### src/rtl/irqw_pkg.sv
package irqw_pkg;

    localparam int STATUS_W = 8;

    typedef enum logic [2:0] {
        ST_IDLE,
        ST_CHK_TMO,
        ST_CHK_IRQ,
        ST_SLEEP,
        ST_READ
    } wait_state_e;

    typedef struct packed {
        logic                done;
        logic [STATUS_W-1:0] value;
    } wait_result_t;

    // Clock cycles in one millisecond, never below three so that a tick
    // cannot fall on the two checking states of a poll.
    function automatic int cycles_per_ms(input int clk_hz);
        return (clk_hz / 1000 < 3) ? 3 : clk_hz / 1000;
    endfunction

endpackage

### src/rtl/irqw_tick.sv
module irqw_tick #(
    parameter int CYC = 1000
) (
    input  logic clk,
    input  logic rst,
    input  logic clear,
    output logic tick
);
    localparam int CW = (CYC > 1) ? $clog2(CYC) : 1;
    localparam logic [CW-1:0] LAST = CW'(CYC - 1);

    logic [CW-1:0] cnt;

    always_ff @(posedge clk) begin
        if (rst || clear) begin
            cnt <= '0;
        end else if (cnt == LAST) begin
            cnt <= '0;
        end else begin
            cnt <= cnt + 1'b1;
        end
    end

    assign tick = (cnt == LAST);
endmodule

### src/rtl/irqw_deadline.sv
module irqw_deadline #(
    parameter int TMO_W = 16
) (
    input  logic             clk,
    input  logic             rst,
    input  logic             load,
    input  logic [TMO_W-1:0] load_val,
    input  logic             dec,
    output logic             expired
);
    logic [TMO_W-1:0] remain;

    always_ff @(posedge clk) begin
        if (rst) begin
            remain <= '0;
        end else if (load) begin
            remain <= load_val;
        end else if (dec && remain != '0) begin
            remain <= remain - 1'b1;
        end
    end

    assign expired = (remain == '0);
endmodule

### src/rtl/irqw_ctrl.sv
module irqw_ctrl
    import irqw_pkg::*;
#(
    parameter int                ADDR_W      = 8,
    parameter logic [ADDR_W-1:0] STATUS_ADDR = 'h0F
) (
    input  logic                clk,
    input  logic                rst,
    input  logic                start,
    input  logic                irq,
    input  logic                expired,
    input  logic                tick,
    output logic                accept,
    output logic                req,
    output logic [ADDR_W-1:0]   addr,
    input  logic                ack,
    input  logic [STATUS_W-1:0] rdata,
    output wait_result_t        result
);
    wait_state_e state;
    logic        tmo_q;

    always_ff @(posedge clk) begin
        if (rst) begin
            state  <= ST_IDLE;
            tmo_q  <= 1'b0;
            result <= '0;
        end else begin
            result.done <= 1'b0;
            case (state)
                ST_IDLE: begin
                    if (start) state <= ST_CHK_TMO;
                end
                ST_CHK_TMO: begin
                    // deadline is recorded before the line is looked at
                    tmo_q <= expired;
                    state <= ST_CHK_IRQ;
                end
                ST_CHK_IRQ: begin
                    if (irq) begin
                        state <= ST_READ;
                    end else if (tmo_q) begin
                        result.done  <= 1'b1;
                        result.value <= '0;
                        state        <= ST_IDLE;
                    end else begin
                        state <= ST_SLEEP;
                    end
                end
                ST_SLEEP: begin
                    if (tick) state <= ST_CHK_TMO;
                end
                ST_READ: begin
                    if (ack) begin
                        result.done  <= 1'b1;
                        result.value <= rdata;
                        state        <= ST_IDLE;
                    end
                end
                default: state <= ST_IDLE;
            endcase
        end
    end

    assign accept = (state == ST_IDLE) && start;
    assign req    = (state == ST_READ);
    assign addr   = STATUS_ADDR;
endmodule

### src/rtl/irq_wait_poller.sv
module irq_wait_poller
    import irqw_pkg::*;
#(
    parameter int                CLK_HZ      = 1_000_000,
    parameter int                TMO_W       = 16,
    parameter int                ADDR_W      = 8,
    parameter logic [ADDR_W-1:0] STATUS_ADDR = 'h0F
) (
    input  logic                clk,
    input  logic                rst,
    input  logic                start_i,
    input  logic [TMO_W-1:0]    timeout_ms_i,
    input  logic                irq_i,
    output logic                done_o,
    output logic [STATUS_W-1:0] status_o,
    output logic                spi_req_o,
    output logic [ADDR_W-1:0]   spi_addr_o,
    input  logic                spi_ack_i,
    input  logic [STATUS_W-1:0] spi_rdata_i
);
    localparam int CYC = cycles_per_ms(CLK_HZ);

    logic         accept;
    logic         tick;
    logic         expired;
    wait_result_t result;

    irqw_tick #(.CYC(CYC)) u_tick (
        .clk   (clk),
        .rst   (rst),
        .clear (accept),
        .tick  (tick)
    );

    irqw_deadline #(.TMO_W(TMO_W)) u_deadline (
        .clk      (clk),
        .rst      (rst),
        .load     (accept),
        .load_val (timeout_ms_i),
        .dec      (tick),
        .expired  (expired)
    );

    irqw_ctrl #(.ADDR_W(ADDR_W), .STATUS_ADDR(STATUS_ADDR)) u_ctrl (
        .clk     (clk),
        .rst     (rst),
        .start   (start_i),
        .irq     (irq_i),
        .expired (expired),
        .tick    (tick),
        .accept  (accept),
        .req     (spi_req_o),
        .addr    (spi_addr_o),
        .ack     (spi_ack_i),
        .rdata   (spi_rdata_i),
        .result  (result)
    );

    assign done_o   = result.done;
    assign status_o = result.value;
endmodule

### config.mk
export PLATFORM = sky130hd
export DESIGN_NAME = irq_wait_poller
export DESIGN_NICKNAME = d
export VERILOG_FILES = /design/src/rtl/irqw_pkg.sv /design/src/rtl/irqw_tick.sv /design/src/rtl/irqw_deadline.sv /design/src/rtl/irqw_ctrl.sv /design/src/rtl/irq_wait_poller.sv
export SDC_FILE = /design/constraint.sdc
export NUM_CORES = 1
export LEC_CHECK = 0
export ABC_AREA = 1
export CORE_MARGIN = 1.5
export CORE_UTILIZATION = 67
export DETAILED_ROUTE_END_ITERATION = 6
export DONT_BUFFER_PORTS = 1
export HOLD_SLACK_MARGIN = 0.06
export PLACE_DENSITY = 0.86
export SETUP_SLACK_MARGIN = 0.5
export SLEW_MARGIN = 20
export SYNTH_ARGS = -nofsm -noshare
export SYNTH_HDL_FRONTEND = slang
export SYNTH_SLANG_ARGS = --single-unit
### constraint.sdc
create_clock -name clk -period 2.9 [get_ports clk]
set_input_delay 0.435 -clock clk [delete_from_list [all_inputs] [get_ports clk]]
set_output_delay 0.435 -clock clk [all_outputs]
set_load 0.05 [all_outputs]
==> results of run 1 <==
## routing by layer
layer	track usage [%]	up-vias	part of all wire, %
li1	-	1052	-
met1	30.6	885	43
met5	0	-	0
met3	8.74	6	6.2
met2	44.4	62	50
met4	8.57	0	0.86
## power by group
part           internal [W]  switching (W)
Combinational      0.000371       0.000690
Sequential         0.000648       0.000140
Clock             0.0000864       0.000164
## layout by cell type (no fill, tap or decap), types with 3 or more instances in the layout
master and n:
sky130_fd_sc_hd__nand3_1 30, sky130_fd_sc_hd__nor2_1 72, sky130_fd_sc_hd__xnor2_1 5, sky130_fd_sc_hd__inv_1 20, sky130_fd_sc_hd__o21bai_1 5, sky130_fd_sc_hd__nand2_1 77, sky130_fd_sc_hd__dfxtp_1 39, sky130_fd_sc_hd__clkbuf_4 5
sky130_fd_sc_hd__conb_1 8, sky130_fd_sc_hd__nand2_2 4, sky130_fd_sc_hd__inv_2 3, sky130_fd_sc_hd__o21ai_1 16, sky130_fd_sc_hd__a21oi_1 19, sky130_fd_sc_hd__o21ai_0 4
## registers in the layout (all words and copies together), names as in the netlist
signal,cells
u_tick.cnt,10
u_deadline.remain,16
u_ctrl.state,3
u_ctrl.result,9
u_ctrl.tmo_q,1
## final timing paths
kind	from	end	slack (ns)	cells past startpoint
setup / recovery	u_ctrl.state[0]$_SDFFE_PP0P_	u_deadline.remain[5]$_SDFFE_PP0P_	1.15	6
hold / removal	rst	u_ctrl.tmo_q$_SDFFE_PP0P_	0.15	1
setup reg to reg	u_ctrl.state[0]$_SDFFE_PP0P_	u_deadline.remain[5]$_SDFFE_PP0P_	1.15	6
hold reg to reg	u_tick.cnt[0]$_SDFF_PP0_	u_tick.cnt[0]$_SDFF_PP0_	0.46	1
## worst max-delay path, cell delays in order (launching register included)
cell	delay, ns
sky130_fd_sc_hd__dfxtp_1	0.36
sky130_fd_sc_hd__nor2_1	0.19
sky130_fd_sc_hd__nand3_2	0.39
sky130_fd_sc_hd__nand2_4	0.41
sky130_fd_sc_hd__inv_2	0.14
sky130_fd_sc_hd__nor2_1	0.12
sky130_fd_sc_hd__nor2_1	0.05
## cell type report
type / instances / share of cell area [%]
clock buffers: 6 / 1.87
inverters: 24 / 4.19
multi-input cells: 263 / 55.8
repair buffers: 1 / 0.340
flip-flops and latches: 39 / 35.3
well taps: 44 / 2.49
## kinds of logic (layout without fill, tap and decap cells)
logic type / count (synthesis) / in the layout
flops: 39 / 39
simple gates: 201 / 201
fa+ha+maj: 2 / 2
compound gates: 45 / 45
xor+xnor: 7 / 7
other cells: 2 / 8
buf+inv: 41 / 31
## stage by stage
stage / total power (W) / std cells / cell area (um2) / utilization [%] / setup slack, ns
3_3_place_gp: 0.00182 / 371 / 2170 / 69.9 / 1.24
5_1_grt: 0.00231 / 377 / 2210 / 71.3 / 0.950
6_report: 0.00210 / 377 / 2210 / 71.3 / 1.15
2_1_floorplan: 0.00172 / 343 / 2230 / - / 1.49
3_5_place_dp: 0.00185 / 371 / 2170 / 69.9 / 1.16
4_1_cts: 0.00210 / 377 / 2210 / 71.3 / 1.15
==> results.env, run 1 <==
RUN_STATUS='finished, final reports clean'
GLOBALROUTETOTALUTIL_PCT=26.0
PORT_BUFFERS=0
FIN_SETUP_TNS_NS=0
ROUTED-VIA-COUNT=2005
GRT_MAX_DEGREE=24
HOLD-WORST-SLACK_NS=0.147
CTS_TREE='built'
CTS_HOLD_BUFFERS=0
FINAL_HOLD_VIOL_COUNT=0
SYNTH-ADDER-AREA-SHARE_PCT=1.13
SYNTH_MOST_COMMON_CELL='sky130_fd_sc_hd__nand2_1'
ROUTED_WIRELENGTH_MM=4.44
INITIAL_ANTENNA_VIOLATION_COUNT=0
GRT_SETUP_UNREPAIRED='false'
SIMPLE_LOGIC_CELL_FRACTION_OF_THE_SYNTHESIZED_AREA_PCT=39.6
REPORT.FINAL.SETUP_VIOL=0
DIE_AREA_UM2=3650
PLACE_HPWL_MM=3.12
STARTING_DENSITY_OF_THE_CORE_PCT=71.1
RESIZED_CELLS_POST_CTS=0
HOLD_PATH.CLASS='input port to flop'
YOSYS.AREA_SHARE.XOR_XNOR_PCT=2.78
SYNTH_EDF_COUNT=0
WORSTSETUPPATHTYPE='flop to flop'
DETAIL_ROUTE.DRC_VIOLATIONS=0
FLOORPLAN.DIE.WIDTH_UM=60.4
SYNTH_FLOP_CELL='sky130_fd_sc_hd__dfxtp_1'
ANTENNADIODECOUNT=0
POST_DR_VIAS_CELL=5.32
POSTROUTEANTENNANETS=0
CRITICAL_PATH_PEAK_FANOUT=23
WIRE_LENGTH_OF_THE_FIRST_GLOBAL_ROUTING_PASS_MM=7.20
FIRST_GLOBAL_VIAS=1801
PEAK_FREQ_MHz=570
CTS.ROOT.BUFFER_CELL='sky130_fd_sc_hd__clkbuf_4'
COMBINATIONAL_FAMILY_WITH_THE_MOST_AREA_AFTER_SYNTHESIS='simple AND/OR/NAND/NOR gates'
CTS.HTREE.LEVELS=2
CLK_TRANSITION_REPORTED_PATHS_NS=0.11
FIN_CRIT_NS=1.75
POST_SYNTH_MUX_AREA_SHARE_PCT=0
FLOORPLAN.DIE.HEIGHT_UM=60.4
DETAIL_ROUTED_NET_LENGTH_PER_STANDARD_CELL_UM=11.8
NUM_IO_PINS=47
TIMING.MAX_SLEW.REL_SLACK_PCT=65.5
POWER_PER_CELL_AREA_nW_PER_UM2=950
SYNTH.CELL_AREA_UM2=2210
MEAN_INSTANCE_SIZE_IN_THE_SYNTHESIZED_NETLIST_UM2=6.55
SYNTHARSTFLOPSHARE_PCT=0
MULTI_INPUT_COMBINATIONAL_CELL_AREA_UM2=1230
LAYOUT-DRIVE-GT1-SHARE_PCT=7.21
SLEW_OF_THE_PIN_WITH_THE_LOWEST_SLEW_MARGIN_NS=0.517
GRT.OVERFLOW.TOTAL=0
SYNTH_CELLS=337
WORST_SETUP_PATH_START_KIND='flop'
PLACEMENTROWS=20
LAST_WEIGHTED_CONGESTION_VALUE_OF_THE_ROUTABILITY_DRIVEN_PLACER=0.830
DRT_PRE_ANTENNA_ITERS=4
FINALCLOCKSKEW_NS=0.00847
CLK_PATH_BUF_DEPTH=2
BIGGEST_AREA_CONTRIBUTORS_IN_THE_SYNTHESIZED_NETLIST='sky130_fd_sc_hd__dfxtp_1, sky130_fd_sc_hd__nand2_1, sky130_fd_sc_hd__nor2_1, sky130_fd_sc_hd__nand3_1, sky130_fd_sc_hd__a21oi_1'
CORE_AREA_UM2=3100
NETLIST.AREA_LEADER.SHARE_PCT=35.4
VDD_DROP_MAX_uV=452
DRT_ITER0_DRC=91
CTS-BUFFERS-INSERTED=5
SYNTH.DISTINCT_CELLS=33
SYNTH_COMPOUND_GATE_AREA_SHARE_PCT=10.8
SYNTH-WARNING-COUNT=0
FIN_MAX_SLEW_VIOS=0
SYNTH_TOP_AREA_CELL='sky130_fd_sc_hd__dfxtp_1'
FINAL.PERIOD_UTILIZATION_PCT=60.5
TIMING.CRITICAL_PATH.REQUIRED_NS=3.14
AREA_OCCUPIED_BY_REGISTERS_UM2=781
CRITICAL_PATH.ENDPOINT_TYPE='flop'
TRITONCTS_NUM_SINKS=39
MAX_CAP_VIOLATIONS=0
YS_SEQ_ELEMENTS=39
WORST-ENDPOINT-ARRIVAL_NS=2.00
AREA_GROWTH_PCT=0.170
CTS_SETUP_BUFFERS=0
LAYOUT_NETS=365
SYNTH-SEQ-AREA-SHARE_PCT=35.4
FILLER_CELL_COUNT=293
INSERTION_DELAY_TO_THE_LATER_SINK_OF_THE_WORST_SKEW_PAIR_NS=0.34
LEAKAGE_POWER_OF_THE_DESIGN_nW=0.939
SYNTH_COMMON_CELLS='sky130_fd_sc_hd__nand2_1, sky130_fd_sc_hd__nor2_1, sky130_fd_sc_hd__dfxtp_1'
(Power assumes the default switching activity.)
==> run 2: changes to the inputs <==
ABC_AREA = 0   (was 1)
CORE_UTILIZATION = 62   (was 67)
PLACE_DENSITY = 0.81   (was 0.86)
clock period = 1.7 ns   (was 2.9 ns; I/O delays follow)
==> results.env, run 2 <==
RUN_STATUS='finished with violations'
VIOLATIONS='setup timing'
CTS-BUFFERS-INSERTED=5  # unchanged
CLK_TRANSITION_REPORTED_PATHS_NS=0.12  # about the same
BIGGEST_AREA_CONTRIBUTORS_IN_THE_SYNTHESIZED_NETLIST='sky130_fd_sc_hd__dfxtp_1, sky130_fd_sc_hd__nor2_1, sky130_fd_sc_hd__a211oi_1, sky130_fd_sc_hd__xnor2_1, sky130_fd_sc_hd__xor2_1'
FINALCLOCKSKEW_NS=0.00820  # -0.000270 ns
P_SEQ_SHARE_PCT=51.4  # +14 points
STARTING_DENSITY_OF_THE_CORE_PCT=66.2  # -5.0 points
MAX_CAP_VIOLATIONS=0  # unchanged
CRITICAL_PATH.ENDPOINT_TYPE='flop'
CRITICAL_PATH_PEAK_FANOUT=5  # -78%
CTS.ROOT.BUFFER_CELL='sky130_fd_sc_hd__clkbuf_4'
WORST-ENDPOINT-ARRIVAL_NS=1.99  # about the same
NETLIST.AREA_LEADER.SHARE_PCT=38.0  # +2.7 points
HOLD_PATH.CLASS='input port to flop'
TIMING.CRITICAL_PATH.REQUIRED_NS=1.97  # -1.17 ns
TIMING.CRITICAL_PATH.CELLS='ha_4 -> and4_4 -> and4_4 -> nor4b_4 -> xnor2_2 -> a211oi_2'
FIN_SETUP_TNS_NS=-0.0338  # -0.0338 ns
LAYOUT_SETUP_WS_NS=-0.0184  # -1.16 ns
FIN_CRIT_NS=1.72  # -0.0362 ns
FINAL-INSTANCE-COUNT-EXCL-FILL=306  # -19%
FIN_MAX_SLEW_VIOS=0  # unchanged
SYNTH_TOP_AREA_CELL='sky130_fd_sc_hd__dfxtp_1'
SYNTH.DISTINCT_CELLS=47  # +42%
FLOORPLAN.DIE.WIDTH_UM=60.5  # +0.25%
YS_SEQ_ELEMENTS=39  # unchanged
GRT_MAX_DEGREE=34  # +42%
POSTROUTEANTENNANETS=0  # unchanged
MAX_FLOP_REGISTER='u_deadline.remain'
WORST_SETUP_PATH_START_KIND='flop'
VDD_DROP_MAX_uV=715  # +58%
TRITONCTS_NUM_SINKS=39  # unchanged
PORT_BUFFERS=0  # unchanged
WIRE_LENGTH_OF_THE_FIRST_GLOBAL_ROUTING_PASS_MM=7.46  # +3.6%
CRITICAL-PATH-MAX-STAGE-DELAY_NS=0.37  # -0.04 ns
SYNTH_FLOP_CELL='sky130_fd_sc_hd__dfxtp_1'
SWITCHING_PART_OF_THE_TOTAL_POWER_PCT=33.7  # -14 points
REG.LARGEST.LIST='u_deadline.remain x16, u_tick.cnt x10, u_ctrl.result x9'
INSERTION_DELAY_TO_THE_LATER_SINK_OF_THE_WORST_SKEW_PAIR_NS=0.35  # about the same
CLOCK_POWER_SHARE_PCT=23.3  # +11 points
POWER.SWITCHING_W=0.000691  # -30%
PEAK_FREQ_MHz=582  # +2.1%
CTS_TREE='built'
WORST_PATH_MOST_REPEATED_CELL='sky130_fd_sc_hd__and4_4'
POST_DR_VIAS_CELL=5.92  # +11%
FLOORPLAN.DIE.HEIGHT_UM=60.5  # +0.25%
SYNTH_COMMON_CELLS='sky130_fd_sc_hd__nor2_1, sky130_fd_sc_hd__dfxtp_1, sky130_fd_sc_hd__a211oi_1'
DRT_ITER0_DRC=128  # +41%
FINAL_HOLD_VIOL_COUNT=0  # unchanged
LAYOUT_COMMON_CELLS='sky130_fd_sc_hd__nor2_1, sky130_fd_sc_hd__buf_4, sky130_fd_sc_hd__dfxtp_2'
WORST_PATH_MAX_DELAY_CELL='sky130_fd_sc_hd__dfxtp_2'
DETAIL_ROUTE.DRC_VIOLATIONS=0  # unchanged
LAST_WEIGHTED_CONGESTION_VALUE_OF_THE_ROUTABILITY_DRIVEN_PLACER=0.820  # -1.2%
SYNTH-WARNING-COUNT=0  # unchanged
DRT_PRE_ANTENNA_ITERS=4  # unchanged
CELL_INTERNAL_PWR_W=0.00136  # +23%
GRT_SETUP_UNREPAIRED='true'
MOSTFREQUENTLAYOUTCELL='sky130_fd_sc_hd__nor2_1'
CTS.HTREE.LEVELS=2  # unchanged
ANTENNADIODECOUNT=0  # unchanged
COMBINATIONAL_POWER_SHARE_PCT=25.3  # -25 points
DIE_AREA_UM2=3670  # +0.50%
REPORT.FINAL.SETUP_VIOL=2  # +2
DETAIL_ROUTED_NET_LENGTH_PER_STANDARD_CELL_UM=17.3  # +47%
SYNTH_MOST_COMMON_CELL='sky130_fd_sc_hd__nor2_1'
FINAL.PERIOD_UTILIZATION_PCT=101  # +41 points
POWER_PER_CELL_AREA_nW_PER_UM2=781  # -18%
FIRST_GLOBAL_VIAS=1701  # -5.6%
ROUTED-VIA-COUNT=1811  # -9.7%
SYNTH.CELL_AREA_UM2=2050  # -7.0%
POST-ROUTE-UTIL_PCT=84.6  # +13 points
WORSTSETUPPATHTYPE='flop to flop'
MEAN_INSTANCE_SIZE_IN_THE_SYNTHESIZED_NETLIST_UM2=8.93  # +36%
PLACE_HPWL_MM=3.21  # +2.8%
LEAKAGE_POWER_OF_THE_DESIGN_nW=0.919  # -2.1%
ROUTED_WIRELENGTH_MM=5.30  # +20%
LAYOUT_NETS=292  # -20%
LARGEST_REGISTER_FF_COUNT=16  # unchanged
NUMPLACEDINSTANCES=278  # -25%
SYNTHARSTFLOPSHARE_PCT=0  # unchanged
LAYOUT-DRIVE-GT1-SHARE_PCT=40.1  # +33 points
GRT.OVERFLOW.TOTAL=0  # unchanged
CORE_AREA_UM2=3100  # unchanged
SYNTH-SEQ-AREA-SHARE_PCT=38.0  # +2.7 points
SYNTH_CELLS=230  # -32%
AREA_GROWTH_PCT=27.8
INITIAL_ANTENNA_VIOLATION_COUNT=0  # unchanged
NUM_IO_PINS=47  # unchanged
SYNTH_EDF_COUNT=0  # unchanged
PLACEMENTROWS=20  # unchanged
GLOBALROUTETOTALUTIL_PCT=27.3  # +1.3 points
CLK_PATH_BUF_DEPTH=2  # unchanged
run 2: cell count changes after synthesis, moves of 6 or more:
cell / change
sky130_fd_sc_hd__o21ai_1: -16
sky130_fd_sc_hd__xnor2_1: +6
sky130_fd_sc_hd__xor2_1: +7
sky130_fd_sc_hd__inv_1: -12
sky130_fd_sc_hd__nand3_1: -24
sky130_fd_sc_hd__nor2_1: -23
sky130_fd_sc_hd__a22oi_1: +8
sky130_fd_sc_hd__a211oi_1: +13
sky130_fd_sc_hd__nand2_1: -69
sky130_fd_sc_hd__a21oi_1: -18
run 2: critical path, delay by kind of cell (launching register included):
kind	cells	cell delay [ns]
AOI/OAI and AO/OA	1	0.24
xor gates and xnor gates	1	0.12
adders and majority gates	1	0.14
DFF	1	0.37
and+or+nand+nor	3	0.76
run 2: final timing paths:
path | from | depth (start not counted) | slack (ns) | endpoint
max reg2reg | u_tick.cnt[1]$_SDFF_PP0_ | 6 | -0.02 | u_deadline.remain[11]$_SDFFE_PP0P_
min reg2reg | u_ctrl.state[2]$_SDFFE_PP0P_ | 1 | 0.50 | u_ctrl.state[0]$_SDFFE_PP0P_
max | u_tick.cnt[1]$_SDFF_PP0_ | 6 | -0.02 | u_deadline.remain[11]$_SDFFE_PP0P_
min | rst | 2 | 0.06 | u_ctrl.state[1]$_SDFFE_PP0P_
run 2: cell type report:
class | instances | area (um2)
Clock buffer | 5 | 37.5
Clock inverter | 3 | 20.0
Fill cell | 165 | 479
Inverter | 8 | 35.0
Multi-Input combinational cell | 171 | 1330
Sequential cell | 39 | 816
Tap cell | 44 | 55.1
Timing Repair Buffer | 36 | 335
run 2: power groups by stage:
stage	combinational, W	clock (W)	sequential (W)
final	0.000518	0.000478	0.00105
after global routing	0.000553	0.000520	0.00106
after CTS	0.000432	0.000482	0.00104
after detailed placement	0.000405	0	0.00107
after global placement	0.000390	0	0.00106
after floorplan	0.000341	0	0.00106
run 2: cells by family (layout without fill, tap and decap cells):
family	after synthesis	after routing	share of synthesized area (%)
and+or+nand+nor	99	101	27.1
xor gates and xnor gates	20	20	8.53
muxes	2	2	0.975
adders and majority gates	2	2	1.22
other	2	8	0.366
buffers and inverters	28	52	7.98
DFF	39	39	38.0
AOI/OAI and AO/OA	38	38	15.8
run 2: what timing repair did:
action	CTS	global route
pin swaps	18	13
setup buffers	3	7
endpoints found under the hold margin	29	28
resized for setup	30	25
endpoints found under the setup margin	47	38
gates cloned	1	1
run 2: stage by stage:
step	hold slack, ns	setup WS, ns	total power (W)	instance area [um2]
finish	0.0607	-0.0184	0.00205	2620
global route	0.0640	-0.0953	0.00213	2620
CTS	-0.0665	0.0407	0.00196	2380
detailed placement	0.328	-0.0570	0.00147	2220
global placement	0.325	-0.0173	0.00145	2220
floorplan	0.406	0.0630	0.00140	2180
run 2: routing by layer:
metal	global-route usage, %	vias up	routed length, um
met5	0	-	0
met4	8.07	0	51
met3	5.97	6	236
met2	49.1	64	2900
met1	32.6	873	2110
li1	-	868	-
